<file path="config.mk">
export PLATFORM = sky130hd
export DESIGN_NAME = err_event_reporter
export DESIGN_NICKNAME = d
export VERILOG_FILES = /design/src/rtl/errag_pkg.sv /design/src/rtl/errag_func.sv /design/src/rtl/errag_reduce.sv /design/src/rtl/err_event_reporter.sv
export SDC_FILE = /design/constraint.sdc
export NUM_CORES = 1
export LEC_CHECK = 0
export ABC_CLOCK_PERIOD_IN_PS = 900
export BUFFER_PORTS_ARGS = -buffer_cell sky130_fd_sc_hd__buf_2
export CORE_ASPECT_RATIO = 0.8
export CORE_MARGIN = 3
export CORE_UTILIZATION = 43
export CTS_CLUSTER_SIZE = 28
export DETAILED_ROUTE_END_ITERATION = 10
export PLACE_DENSITY = 0.77
export SLEW_MARGIN = 15
export SYNTH_ARGS = -nofsm -noshare
export SYNTH_HDL_FRONTEND = slang
export SYNTH_SLANG_ARGS = --single-unit
</file>
<file path="constraint.sdc">
create_clock -name clk -period 0.9 [get_ports clk]
set_clock_uncertainty 0.1 [all_clocks]
set_input_delay 0 -clock clk [delete_from_list [all_inputs] [get_ports clk]]
set_output_delay 0 -clock clk [all_outputs]
set_load 0.005 [all_outputs]
</file>
<file path="src/rtl/errag_pkg.sv">
package errag_pkg;
   localparam int STS_W = 5;
   localparam int B_CE  = 0;
   localparam int B_NFE = 1;
   localparam int B_FE  = 2;
   localparam int B_CIE = 3;
   localparam int B_UIE = 4;
   localparam int CLS_W = 3;
   localparam int C_COR = 0;
   localparam int C_NF  = 1;
   localparam int C_FAT = 2;
endpackage

</file>
<file path="src/rtl/errag_func.sv">
module errag_func
   import errag_pkg::*;
#(
   parameter bit UNCOR_FATAL = 1'b1
) (
   input  logic             clk,
   input  logic             rst_n,
   input  logic             en,
   input  logic             msg_en,
   input  logic [CLS_W-1:0] mask,
   input  logic [CLS_W-1:0] det,
   input  logic             inj_cor,
   input  logic             inj_uncor,
   input  logic             clr_sel,
   input  logic [STS_W-1:0] clr_bits,
   output logic [STS_W-1:0] status,
   output logic [CLS_W-1:0] rpt,
   output logic [CLS_W-1:0] msg
);
   logic [STS_W-1:0] set_v;
   logic [STS_W-1:0] clr_v;
   logic [CLS_W-1:0] evt;

   always_comb begin
      set_v = '0;
      if (en) begin
         set_v[B_CE]  = det[C_COR];
         set_v[B_NFE] = det[C_NF];
         set_v[B_FE]  = det[C_FAT];
         set_v[B_CIE] = inj_cor;
         set_v[B_UIE] = inj_uncor;
      end
   end

   generate
      if (UNCOR_FATAL) begin : g_uie_fatal
         assign evt = {det[C_FAT] | inj_uncor, det[C_NF], det[C_COR] | inj_cor};
      end else begin : g_uie_nonfatal
         assign evt = {det[C_FAT], det[C_NF] | inj_uncor, det[C_COR] | inj_cor};
      end
   endgenerate

   assign rpt   = en ? (evt & ~mask) : '0;
   assign msg   = rpt & {CLS_W{msg_en}};
   assign clr_v = clr_sel ? clr_bits : '0;

   always_ff @(posedge clk or negedge rst_n) begin
      if (!rst_n) status <= '0;
      else        status <= (status & ~clr_v) | set_v;
   end

   // a set bit survives any cycle without a matching clear
   generate
      for (genvar b = 0; b < STS_W; b++) begin : g_sticky_chk
         a_r8_sticky: assert property (@(posedge clk) disable iff (!rst_n)
            status[b] && !(clr_sel && clr_bits[b]) |=> status[b]);
      end
   endgenerate

   a_r2_inject_sets: assert property (@(posedge clk) disable iff (!rst_n)
      en && inj_cor |=> status[B_CIE]);

   a_r4_disabled_hold: assert property (@(posedge clk) disable iff (!rst_n)
      !en && !clr_sel |=> $stable(status));
endmodule

</file>
<file path="src/rtl/errag_reduce.sv">
module errag_reduce #(
   parameter int N = 4,
   parameter int W = 3
) (
   input  logic         clk,
   input  logic         rst_n,
   input  logic [W-1:0] vec [N],
   output logic [W-1:0] any_q
);
   logic [W-1:0] any_d;

   always_comb begin
      any_d = '0;
      for (int i = 0; i < N; i++) any_d = any_d | vec[i];
   end

   always_ff @(posedge clk or negedge rst_n) begin
      if (!rst_n) any_q <= '0;
      else        any_q <= any_d;
   end
endmodule

</file>
<file path="src/rtl/err_event_reporter.sv">
module err_event_reporter
   import errag_pkg::*;
#(
   parameter int NUM_FUNC    = 4,
   parameter bit UNCOR_FATAL = 1'b1
) (
   input  logic                      clk,
   input  logic                      rst_n,
   input  logic                      root_mode,
   input  logic                      usr_cor_pulse,
   input  logic                      usr_uncor_pulse,
   input  logic [NUM_FUNC-1:0]       fn_en,
   input  logic [NUM_FUNC-1:0]       fn_msg_en,
   input  logic [NUM_FUNC-1:0]       cor_mask,
   input  logic [NUM_FUNC-1:0]       nf_mask,
   input  logic [NUM_FUNC-1:0]       fat_mask,
   input  logic [NUM_FUNC-1:0]       det_cor,
   input  logic [NUM_FUNC-1:0]       det_nf,
   input  logic [NUM_FUNC-1:0]       det_fat,
   input  logic                      det_remote,
   input  logic [NUM_FUNC-1:0]       clr_fn,
   input  logic [STS_W-1:0]          clr_bits,
   output logic                      sum_cor,
   output logic                      sum_nonfatal,
   output logic                      sum_fatal,
   output logic                      msg_cor,
   output logic                      msg_nonfatal,
   output logic                      msg_fatal,
   output logic [NUM_FUNC*STS_W-1:0] fn_status
);
   localparam int MAX_FUNC = 256;

   generate
      if (NUM_FUNC < 1 || NUM_FUNC > MAX_FUNC) begin : g_bad_num_func
         $error("NUM_FUNC must be between 1 and %0d", MAX_FUNC);
      end
   endgenerate

   logic                 drop_remote;
   logic [NUM_FUNC-1:0]  nf_eff;
   logic [NUM_FUNC-1:0]  fat_eff;
   logic [CLS_W-1:0]     rpt_v [NUM_FUNC];
   logic [CLS_W-1:0]     msg_v [NUM_FUNC];
   logic [CLS_W-1:0]     sum_q;
   logic [CLS_W-1:0]     msg_q;

   assign drop_remote = root_mode & det_remote;
   assign nf_eff      = drop_remote ? '0 : det_nf;
   assign fat_eff     = drop_remote ? '0 : det_fat;

   generate
      for (genvar f = 0; f < NUM_FUNC; f++) begin : g_func
         errag_func #(.UNCOR_FATAL(UNCOR_FATAL)) i_func (
            .clk       (clk),
            .rst_n     (rst_n),
            .en        (fn_en[f]),
            .msg_en    (fn_msg_en[f]),
            .mask      ({fat_mask[f], nf_mask[f], cor_mask[f]}),
            .det       ({fat_eff[f], nf_eff[f], det_cor[f]}),
            .inj_cor   (usr_cor_pulse),
            .inj_uncor (usr_uncor_pulse),
            .clr_sel   (clr_fn[f]),
            .clr_bits  (clr_bits),
            .status    (fn_status[f*STS_W +: STS_W]),
            .rpt       (rpt_v[f]),
            .msg       (msg_v[f])
         );
      end
   endgenerate

   errag_reduce #(.N(NUM_FUNC), .W(CLS_W)) i_sum_or (
      .clk(clk), .rst_n(rst_n), .vec(rpt_v), .any_q(sum_q));

   errag_reduce #(.N(NUM_FUNC), .W(CLS_W)) i_msg_or (
      .clk(clk), .rst_n(rst_n), .vec(msg_v), .any_q(msg_q));

   assign sum_cor      = sum_q[C_COR];
   assign sum_nonfatal = sum_q[C_NF];
   assign sum_fatal    = sum_q[C_FAT];
   assign msg_cor      = msg_q[C_COR];
   assign msg_nonfatal = msg_q[C_NF];
   assign msg_fatal    = msg_q[C_FAT];

   a_r5_cor_summary: assert property (@(posedge clk) disable iff (!rst_n)
      usr_cor_pulse && |(fn_en & ~cor_mask) |=> sum_cor);

   a_r9_remote_drop: assert property (@(posedge clk) disable iff (!rst_n)
      root_mode && det_remote && !usr_uncor_pulse |=> !sum_fatal && !sum_nonfatal);

   a_r10_no_repeat: assert property (@(posedge clk) disable iff (!rst_n)
      !usr_cor_pulse && (det_cor == '0) |=> !sum_cor);

   a_r7_msg_needs_summary: assert property (@(posedge clk) disable iff (!rst_n)
      msg_fatal |-> sum_fatal);
endmodule

</file>
# Yosys cells after proc, flatten, opt, wreduce, memory -nomap -nowiden
# Cells that the tools add are included.
[totals]
inputBits = 47
regBits = 26
[op_classes]
n_bitwise = 39
mux = 14
[ops]
columns = ["operator", "n"]
rows = [
  ["$mux W5", 8],
  ["$and A3 B3 Y3", 8],
  ["$and A5 B5 Y5", 4],
  ["$not A5 Y5", 4],
  ["$or A5 B5 Y5", 4],
  ["$or A3 B3 Y3", 6],
  ["$mux W3", 4],
  ["$not A3 Y3", 4],
  ["$mux W4", 2],
  ["$or A1 B1 Y1", 8],
  ["$and A1 B1 Y1", 1],
]

# Depth between registers and ports, before layout
# Gate-level depths: netlist of the first run.
[depth]
word_depth = 9
mapped_depth = 4

# Modules after synthesis
# A second synthesis of the first run with hierarchy kept.
[unflattened]
hier_cells = 120
area_unflattened_um2 = 1431.4
[by_module_without_submodules]
columns = ["mod", "area_each_um2", "seq_area_each_um2", "instances", "cells_per_inst"]
rows = [
  ["errag_func", 294.0, 125.1, 4, 25],
  ["errag_reduce", 97.6, 75.1, 2, 6],
  ["err_event_reporter", 60.1, 0.0, 1, 8],
]

# Worst setup path after synthesis of the first run
# No wires, ideal clock.
[synth_timing]
path_type = "register -> register"
startpoint = "register g_func[0].i_func.status[1]"
endpoint = "register g_func[0].i_func.status[1]"
period_less_slack_ns = 0.810
path_stages_with_launch = 2
setup_ns = 0.121
setup_slack_ns = 0.090
required_ns = 0.679
arrival_time_ns = 0.588
cell_sequence = "dfrtp_1 -> a32o_2"
[synth_between]
elab_chain_cells = 2
[synth_rtl]
columns = ["element", "line", "text"]
rows = [
  ["start: declaration", "errag_func.sv:16", "output logic [STS_W-1:0] status,"],
  ["start signal: assignment", "errag_func.sv:49", "else status <= (status & ~clr_v) | set_v;"],
  ["$and A5 B5 Y5", "errag_func.sv:49", ""],
  ["$or A5 B5 Y5", "errag_func.sv:49", ""],
]
# Every way passes these cells.

# Worst setup path in the final report of the first run
[layout_timing]
startpoint = "register g_func[0].i_func.status[4]"
endpoint = "output port fn_status[4]"
[layout_rtl]
columns = ["element", "line", "text"]
rows = [
  ["end: declaration", "err_event_reporter.sv:29", "output logic [NUM_FUNC*STS_W-1:0] fn_status"],
]
# No word-level cell between the ends.

==> results of run 1 <==
## state kept, by name (all words and copies together) (netlist names)
signal                flops
i_sum_or.any_q            3
g_func.i_func.status     20
i_msg_or.any_q            3
## layout make-up
class | count | area [um^2] | share of cell area, %
sequential | 26 | 651 | 33.1
timing repair buffer | 99 | 641 | 32.6
multi-input combinational | 78 | 564 | 28.7
tap | 36 | 45.0 | 2.29
clock buffer | 3 | 41.3 | 2.10
inverter | 6 | 22.5 | 1.15
## Yosys cell counts, types with 2 or more instances
| master | n |
|---|---|
| nand4_1 | 8 |
| dfrtp_1 | 26 |
| nor2b_1 | 5 |
| nand4b_1 | 3 |
| o2111ai_1 | 9 |
| a22o_1 | 9 |
| inv_1 | 6 |
| o211ai_1 | 7 |
| a22o_2 | 3 |
| a32o_2 | 2 |
| nand2_2 | 2 |
| nand2_1 | 20 |
| buf_2 | 6 |
| a32o_1 | 6 |
## through the flow
step	total power, mW	hold WS (ns)
finish	2.74	-0.120
global route	2.88	-0.132
CTS	2.73	-0.121
detailed placement	2.03	-0.148
global placement	2.01	-0.147
floorplan	1.64	-0.396
## cell usage in the layout, fill, tap and decap left out, drive strengths merged
cell | Yosys | layout
nand4bb | 1 | 1
dfrtp | 26 | 26
dlymetal6s4s | 0 | 1
clkbuf | 0 | 3
o211ai | 7 | 7
nand2 | 22 | 22
nand4b | 3 | 3
inv | 6 | 6
dlygate4sd3 | 0 | 20
nand3b | 1 | 1
nand4 | 8 | 8
buf | 7 | 78
o2111ai | 9 | 9
or3b | 1 | 1
a22o | 12 | 12
nor2b | 6 | 6
a32o | 8 | 8
## cells by family (layout without fill, tap and decap cells)
| kind of cell | after synthesis | after routing |
|---|---|---|
| AO/OA/AOI/OAI | 36 | 36 |
| AND/OR/NAND/NOR | 42 | 42 |
| buffers and inverters | 13 | 108 |
| flip-flops | 26 | 26 |
## where the power goes
| group | internal [mW] | leakage, nW | switching [mW] |
|---|---|---|---|
| combinational | 0.386 | 0.645 | 0.330 |
| sequential | 1.30 | 0.304 | 0.0719 |
| clock | 0.300 | 0.0216 | 0.351 |
## metal layers
layer | track usage, % | wire length, um | vias up
met5 | 0 | 0 | -
li1 | - | - | 649
met2 | 41.4 | 1970 | 93
met3 | 6.98 | 546 | 8
met4 | 4.73 | 38 | 0
met1 | 32.3 | 1850 | 677
## how the worst min path moves through the flow
stage / end / slack [ns]
global placement: i_msg_or.any_q[1] / -0.15
detailed placement: i_msg_or.any_q[1] / -0.15
CTS: g_func[0].i_func.status[0] / -0.12
global route: g_func[0].i_func.status[0] / -0.13
floorplan: g_func[0].i_func.status[0] / -0.40
finish: g_func[0].i_func.status[0] / -0.12
## what timing repair did
action | in CTS | in global routing
resized for setup | 0 | 4
pin swaps | 0 | 1
hold buffers | 20 | 2
endpoints found under the setup margin | 6 | 27
hold endpoints to repair | 52 | 18
==> summary.txt, run 1 <==
Synth
  – Multiplexer share of the synthesized area: 0%
  – EDFF count, synth: 0
  – Yosys top cell area share: 51.1%
  – Post-Synth XOR/XNOR Area: 0%
  – Syn avg cell area: 10.9 um^2
  – Compound-Gate Fraction of Synth Area: 25.4%
  – Leading area contributor after synthesis: dfrtp_1
  – Synth Instances: 117
  – Main combinational cell family by area after synthesis: compound AO/OA/AOI/OAI gates
  – Asr flop ratio synth: 100%
  – Ranking of synthesized cells by area: dfrtp_1, a22o_1, o2111ai_1
  – Post-synthesis net count: 164
  – Post-Synth Adder-Cell Area: 0%
  – Post-Syn Area: 1270 um^2
  – Ys Warns: 0
  – Yosys reg bits: 26
  – Top_reg_cell synth: dfrtp_1
  – Synth Area in Simple Gates: 18.5%
  – Post-synthesis cell type count: 19
  – Sequential fraction of the synthesis area: 51.1%

Critical path
  – R2R Path End: g_func[0].i_func.status[4]
  – Crit-path max FO: 2
  – CP endpoint: fn_status[4]
  – Reg2reg setup slack: 0.06 ns
  – Crit path capture type: output pin
  – Required @ worst endpoint: 0.80 ns
  – Setup CP Type: flop to output pin
  – Reg2Reg Depth: 1
  – CP delay by family, top: flip-flops
  – Crit path buffers/inverters: 1
  – CP cell instances: buf_2
  – Worst EP arrival: 0.81 ns
  – Crit path launch: g_func[0].i_func.status[4]
  – CP Launch Type: flop
  – R2R Path Start: g_func[0].i_func.status[4]
  – Slowest stage delay, CP: 0.41 ns
  – Critical Path Stages: 1
  – Critical path's slowest cell: dfrtp_1

Die
  – Die Y: 54.7 um
  – Core Area: 2620 um^2
  – Std-Cell Rows: 16
  – Ports: 73
  – Die Span X: 66.8 um
  – Die area: 3650 um^2
  – Initial Util: 48.5%

STA
  – Hold_ws: -0.120 ns
  – Setup TNS Final: -0.0282 ns
  – Peak Freq: 1.10 GHz
  – Final Hold Vio Count: 20
  – Final worst setup slack: -0.00881 ns
  – Slew Viols, Final: 0
  – Min Tclk post-route: 0.909 ns
  – Slew HR: 84.8%
  – Tightest Pin Transition: 0.228 ns
  – Fin crit share: 101%
  – RSZ-0062 raised after global routing: true
  – Setup violations, final: 5

Cells and area
  – Fillers: 197
  – Layout cell share with drive strength beyond 1: 42.9%
  – Design area: 1960 um^2
  – # diodes: 0
  – Final layout net count: 261
  – Non-Filler Instances: 248
  – Final core utilization: 74.9%
  – Syn-to-layout area delta: 54.4%

GRT
  – Global-route wire length before repair: 6.48 mm
  – Number of global-route vias before repair: 1,362
  – Initial antenna violation count: 0
  – Total global routing overflow: 0
  – Largest net degree at the start of global routing: 27
  – Total global routing track utilization: 24.7%

Placed design
  – RD Place Congestion: 0.867
  – I/O Buffers: 72
  – Post-DP HPWL: 3.15 mm
  – Placed cell area: 1710 um^2
  – Pre-CTS setup slack: -0.00474 ns
  – Number of instances in the placed design: 226

Routing
  – DRT Pass-1 Iters: 4
  – # DRC: 0
  – Routed len/inst: 17.8 um
  – Final wirelength: 4.40 mm
  – DR vias/cell: 5.75
  – Vias: 1,427
  – ANT nets after route: 0
  – Initial detailed-routing violation count: 113

Clocking
  – Clock transition at the registers of the reported paths: 0.09 ns
  – Clock sink total: 26
  – Post-CTS Setup Bufs: 0
  – H-tree depth: 1
  – CTS tree: yes
  – CTS Buf Count: 3
  – Root Buffer: clkbuf_8
  – Max clock buf depth: 2
  – Worst-Skew Late Latency: 0.27 ns

Outcome
  – Outcome: complete, but fails checks
  – Failing checks: negative hold slack, negative setup slack

Hold path
  – Hold Path Stages: 2
  – Min-Delay Startpoint: det_cor[0]
  – Hold WC Path Type: input port to flop

Pwr
  – PD cells: 1400 nW/um^2
  – Maximum vdd drop: 0.899 mV
  – Leakage: 0.970 nW

Job
  – Max-Cap Viols: 0
Power figures use the tool's default switching activity.
==> run 2: changes to the inputs <==
--- a/config.mk
+++ b/config.mk
@@ -5,14 +5,16 @@
 export SDC_FILE = /design/constraint.sdc
 export NUM_CORES = 1
 export LEC_CHECK = 0
+export ABC_AREA = 0
 export ABC_CLOCK_PERIOD_IN_PS = 900
 export BUFFER_PORTS_ARGS = -buffer_cell sky130_fd_sc_hd__buf_2
 export CORE_ASPECT_RATIO = 0.8
 export CORE_MARGIN = 3
-export CORE_UTILIZATION = 43
+export CORE_UTILIZATION = 45
+export CTS_BUF_LIST = sky130_fd_sc_hd__clkbuf_8
 export CTS_CLUSTER_SIZE = 28
 export DETAILED_ROUTE_END_ITERATION = 10
-export PLACE_DENSITY = 0.77
+export PLACE_DENSITY = 0.8
 export SLEW_MARGIN = 15
 export SYNTH_ARGS = -nofsm -noshare
 export SYNTH_HDL_FRONTEND = slang
==> summary.txt, run 2 (same netlist as run 1, synthesis figures left out) <==
Clocking
  – H-tree depth: 1 (unchanged)
  – CTS tree: yes
  – Clock sink total: 26 (unchanged)
  – Root Buffer: clkbuf_8
  – Worst-Skew Late Latency: 0.27 ns (about the same)
  – Clock transition at the registers of the reported paths: 0.10 ns (about the same)
  – CTS Buf Count: 3 (unchanged)
  – Max clock buf depth: 2 (unchanged)

Cells and area
  – Most common cell after layout, fill and taps aside: buf_2
  – Seq. cell area: 651 um^2 (unchanged)
  – Largest register FFs: 20 (unchanged)
  – Multi-input gate area: 558 um^2 (-1.1%)
  – Largest Register: g_func.i_func.status
  – Fillers: 192 (-2.5%)
  – Largest registers: g_func.i_func.status x20, i_msg_or.any_q x3, i_sum_or.any_q x3
  – Syn-to-layout area delta: 58.2%
  – # diodes: 0 (unchanged)
  – Final layout net count: 262 (+0.38%)
  – Layout cell share with drive strength beyond 1: 42.5% (-0.40 points)
  – Most frequent cells in the layout: buf_2, dfrtp_1, dlygate4sd3_1

Routing
  – # DRC: 0 (unchanged)
  – Final wirelength: 4.41 mm (+0.11%)
  – DR vias/cell: 5.60 (-2.7%)
  – DRT Pass-1 Iters: 4 (unchanged)
  – Initial detailed-routing violation count: 118 (+4.4%)
  – Routed len/inst: 17.6 um (-0.69%)
  – Vias: 1,400 (-1.9%)
  – ANT nets after route: 0 (unchanged)

Critical path
  – CP delay by family, top: flip-flops
  – Critical path's slowest cell: dfrtp_1
  – Crit path buffers/inverters: 1 (unchanged)
  – R2R Path Start: g_func[1].i_func.status[1]
  – Reg2reg setup slack: 0.06 ns (about the same)
  – Crit-path max FO: 2 (unchanged)
  – Slowest stage delay, CP: 0.41 ns (about the same)
  – CP Launch Type: flop
  – Required @ worst endpoint: 0.80 ns (about the same)
  – Reg2Reg Depth: 1 (unchanged)
  – CP cell instances: buf_2
  – Worst EP arrival: 0.82 ns (about the same)
  – Crit path capture type: output pin
  – R2R Path End: g_func[1].i_func.status[1]
  – Setup CP Type: flop to output pin

Hold path
  – Min-Delay Startpoint: det_cor[0]
  – Hold WC Path Type: input port to flop
  – Hold EP: g_func[0].i_func.status[0]
  – Hold Path Stages: 2 (unchanged)

Die
  – Std-Cell Rows: 16 (unchanged)
  – Die Span X: 65.5 um (-2.1%)
  – Core Area: 2560 um^2 (-2.3%)
  – Die Y: 53.6 um (-2.0%)
  – Initial Util: 49.7% (+1.1 points)
  – Die area: 3510 um^2 (-4.0%)
  – Ports: 73 (unchanged)

GRT
  – Largest net degree at the start of global routing: 27 (unchanged)
  – Total global routing overflow: 0 (unchanged)
  – Initial antenna violation count: 0 (unchanged)
  – Global-route wire length before repair: 6.60 mm (+1.8%)
  – Total global routing track utilization: 25.6% (+0.89 points)
  – Number of global-route vias before repair: 1,371 (+0.66%)

Pwr
  – Leakage: 0.995 nW (+2.5%)
  – PD cells: 1540 nW/um^2 (+10%)
  – Maximum vdd drop: 1.42 mV (+58%)

Placed design
  – RD Place Congestion: 0.802 (-7.5%)
  – Post-DP HPWL: 3.06 mm (-2.9%)
  – I/O Buffers: 72 (unchanged)
  – Pre-CTS setup slack: -0.0226 ns (-0.0178 ns)

STA
  – RSZ-0062 raised after global routing: true
  – Slew HR: 83.3% (-1.5 points)
  – Tightest Pin Transition: 0.250 ns (+0.0219 ns)
  – Final Hold Vio Count: 14 (-30%)
  – Fin crit share: 102% (+1.4 points)
  – Final worst setup slack: -0.0218 ns (-0.0130 ns)
  – Min Tclk post-route: 0.922 ns (+0.0130 ns)
  – Peak Freq: 1.08 GHz (-1.4%)
  – Slew Viols, Final: 0 (unchanged)
  – Setup TNS Final: -0.0611 ns (-0.0329 ns)
  – Hold_ws: -0.113 ns (+0.00749 ns)
  – Setup violations, final: 9 (+4)

Job
  – Max-Cap Viols: 0 (unchanged)

Outcome
  – Outcome: complete, but fails checks
  – Failing checks: negative hold slack, negative setup slack
[run 2: cell count changes in the layout (fill, tap and decap cells not counted), sizes merged]
| cell | delta |
|---|---|
| dlygate4sd3 | +1 |
| bufinv | +1 |
[run 2: how the worst max path moves through the flow]
| stage | from | endpoint | slack, ns | cells after the start |
|---|---|---|---|---|
| 2_1_floorplan | g_func[0].i_func.status[1] | g_func[0].i_func.status[1] | 0.09 | 1 |
| 3_3_place_gp | usr_uncor_pulse | i_msg_or.any_q[2] | 0.04 | 4 |
| 3_5_place_dp | usr_uncor_pulse | i_msg_or.any_q[2] | -0.02 | 4 |
| 4_1_cts | g_func[2].i_func.status[4] | fn_status[14] | -0.02 | 1 |
| 5_1_grt | g_func[3].i_func.status[4] | fn_status[19] | -0.05 | 1 |
| 6_report | g_func[2].i_func.status[4] | fn_status[14] | -0.02 | 1 |
[run 2: final cells by class]
| cell class | instances | share of cell area [%] |
|---|---|---|
| inverters | 6 | 1.12 |
| clock inverters | 1 | 1.49 |
| multi-input cells | 78 | 27.7 |
| repair buffers | 100 | 33.1 |
| clock buffers | 3 | 2.05 |
| flip-flops and latches | 26 | 32.3 |
| well taps | 36 | 2.24 |
[run 2: report_power, final]
group | internal (mW) | switching (mW) | leakage, nW | total (mW)
clock network | 0.596 | 0.400 | 0.0357 | 0.995
registers | 1.30 | 0.0683 | 0.304 | 1.37
logic | 0.395 | 0.329 | 0.655 | 0.724
total | 2.29 | 0.797 | 0.995 | 3.09
[run 2: repair_timing]
item,in CTS,in global routing
endpoints found under the hold margin,52,15
setup endpoints to repair,3,35
gates resized for setup,0,6
buffers inserted,0,0
hold buffers,16,6
[run 2: per-stage QoR]
step / hold slack (ns) / util (%) / power, mW / area (um^2) / instances
after floorplan: -0.396 / - / 1.64 / 1270 / 117
after CTS: -0.119 / 75.6 / 3.05 / 1940 / 244
after global placement: -0.147 / 66.6 / 2.00 / 1710 / 224
final: -0.113 / 78.6 / 3.09 / 2010 / 250
after global routing: -0.112 / 78.6 / 3.22 / 2010 / 250
after detailed placement: -0.146 / 66.6 / 2.02 / 1710 / 224
[run 2: per-layer routing]
metal	track usage [%]	vias up	share of wire, %
li1	-	650	-
met5	0	-	0
met1	33.4	654	41
met3	6.05	4	12
met4	5.86	0	0.66
met2	43.9	92	47
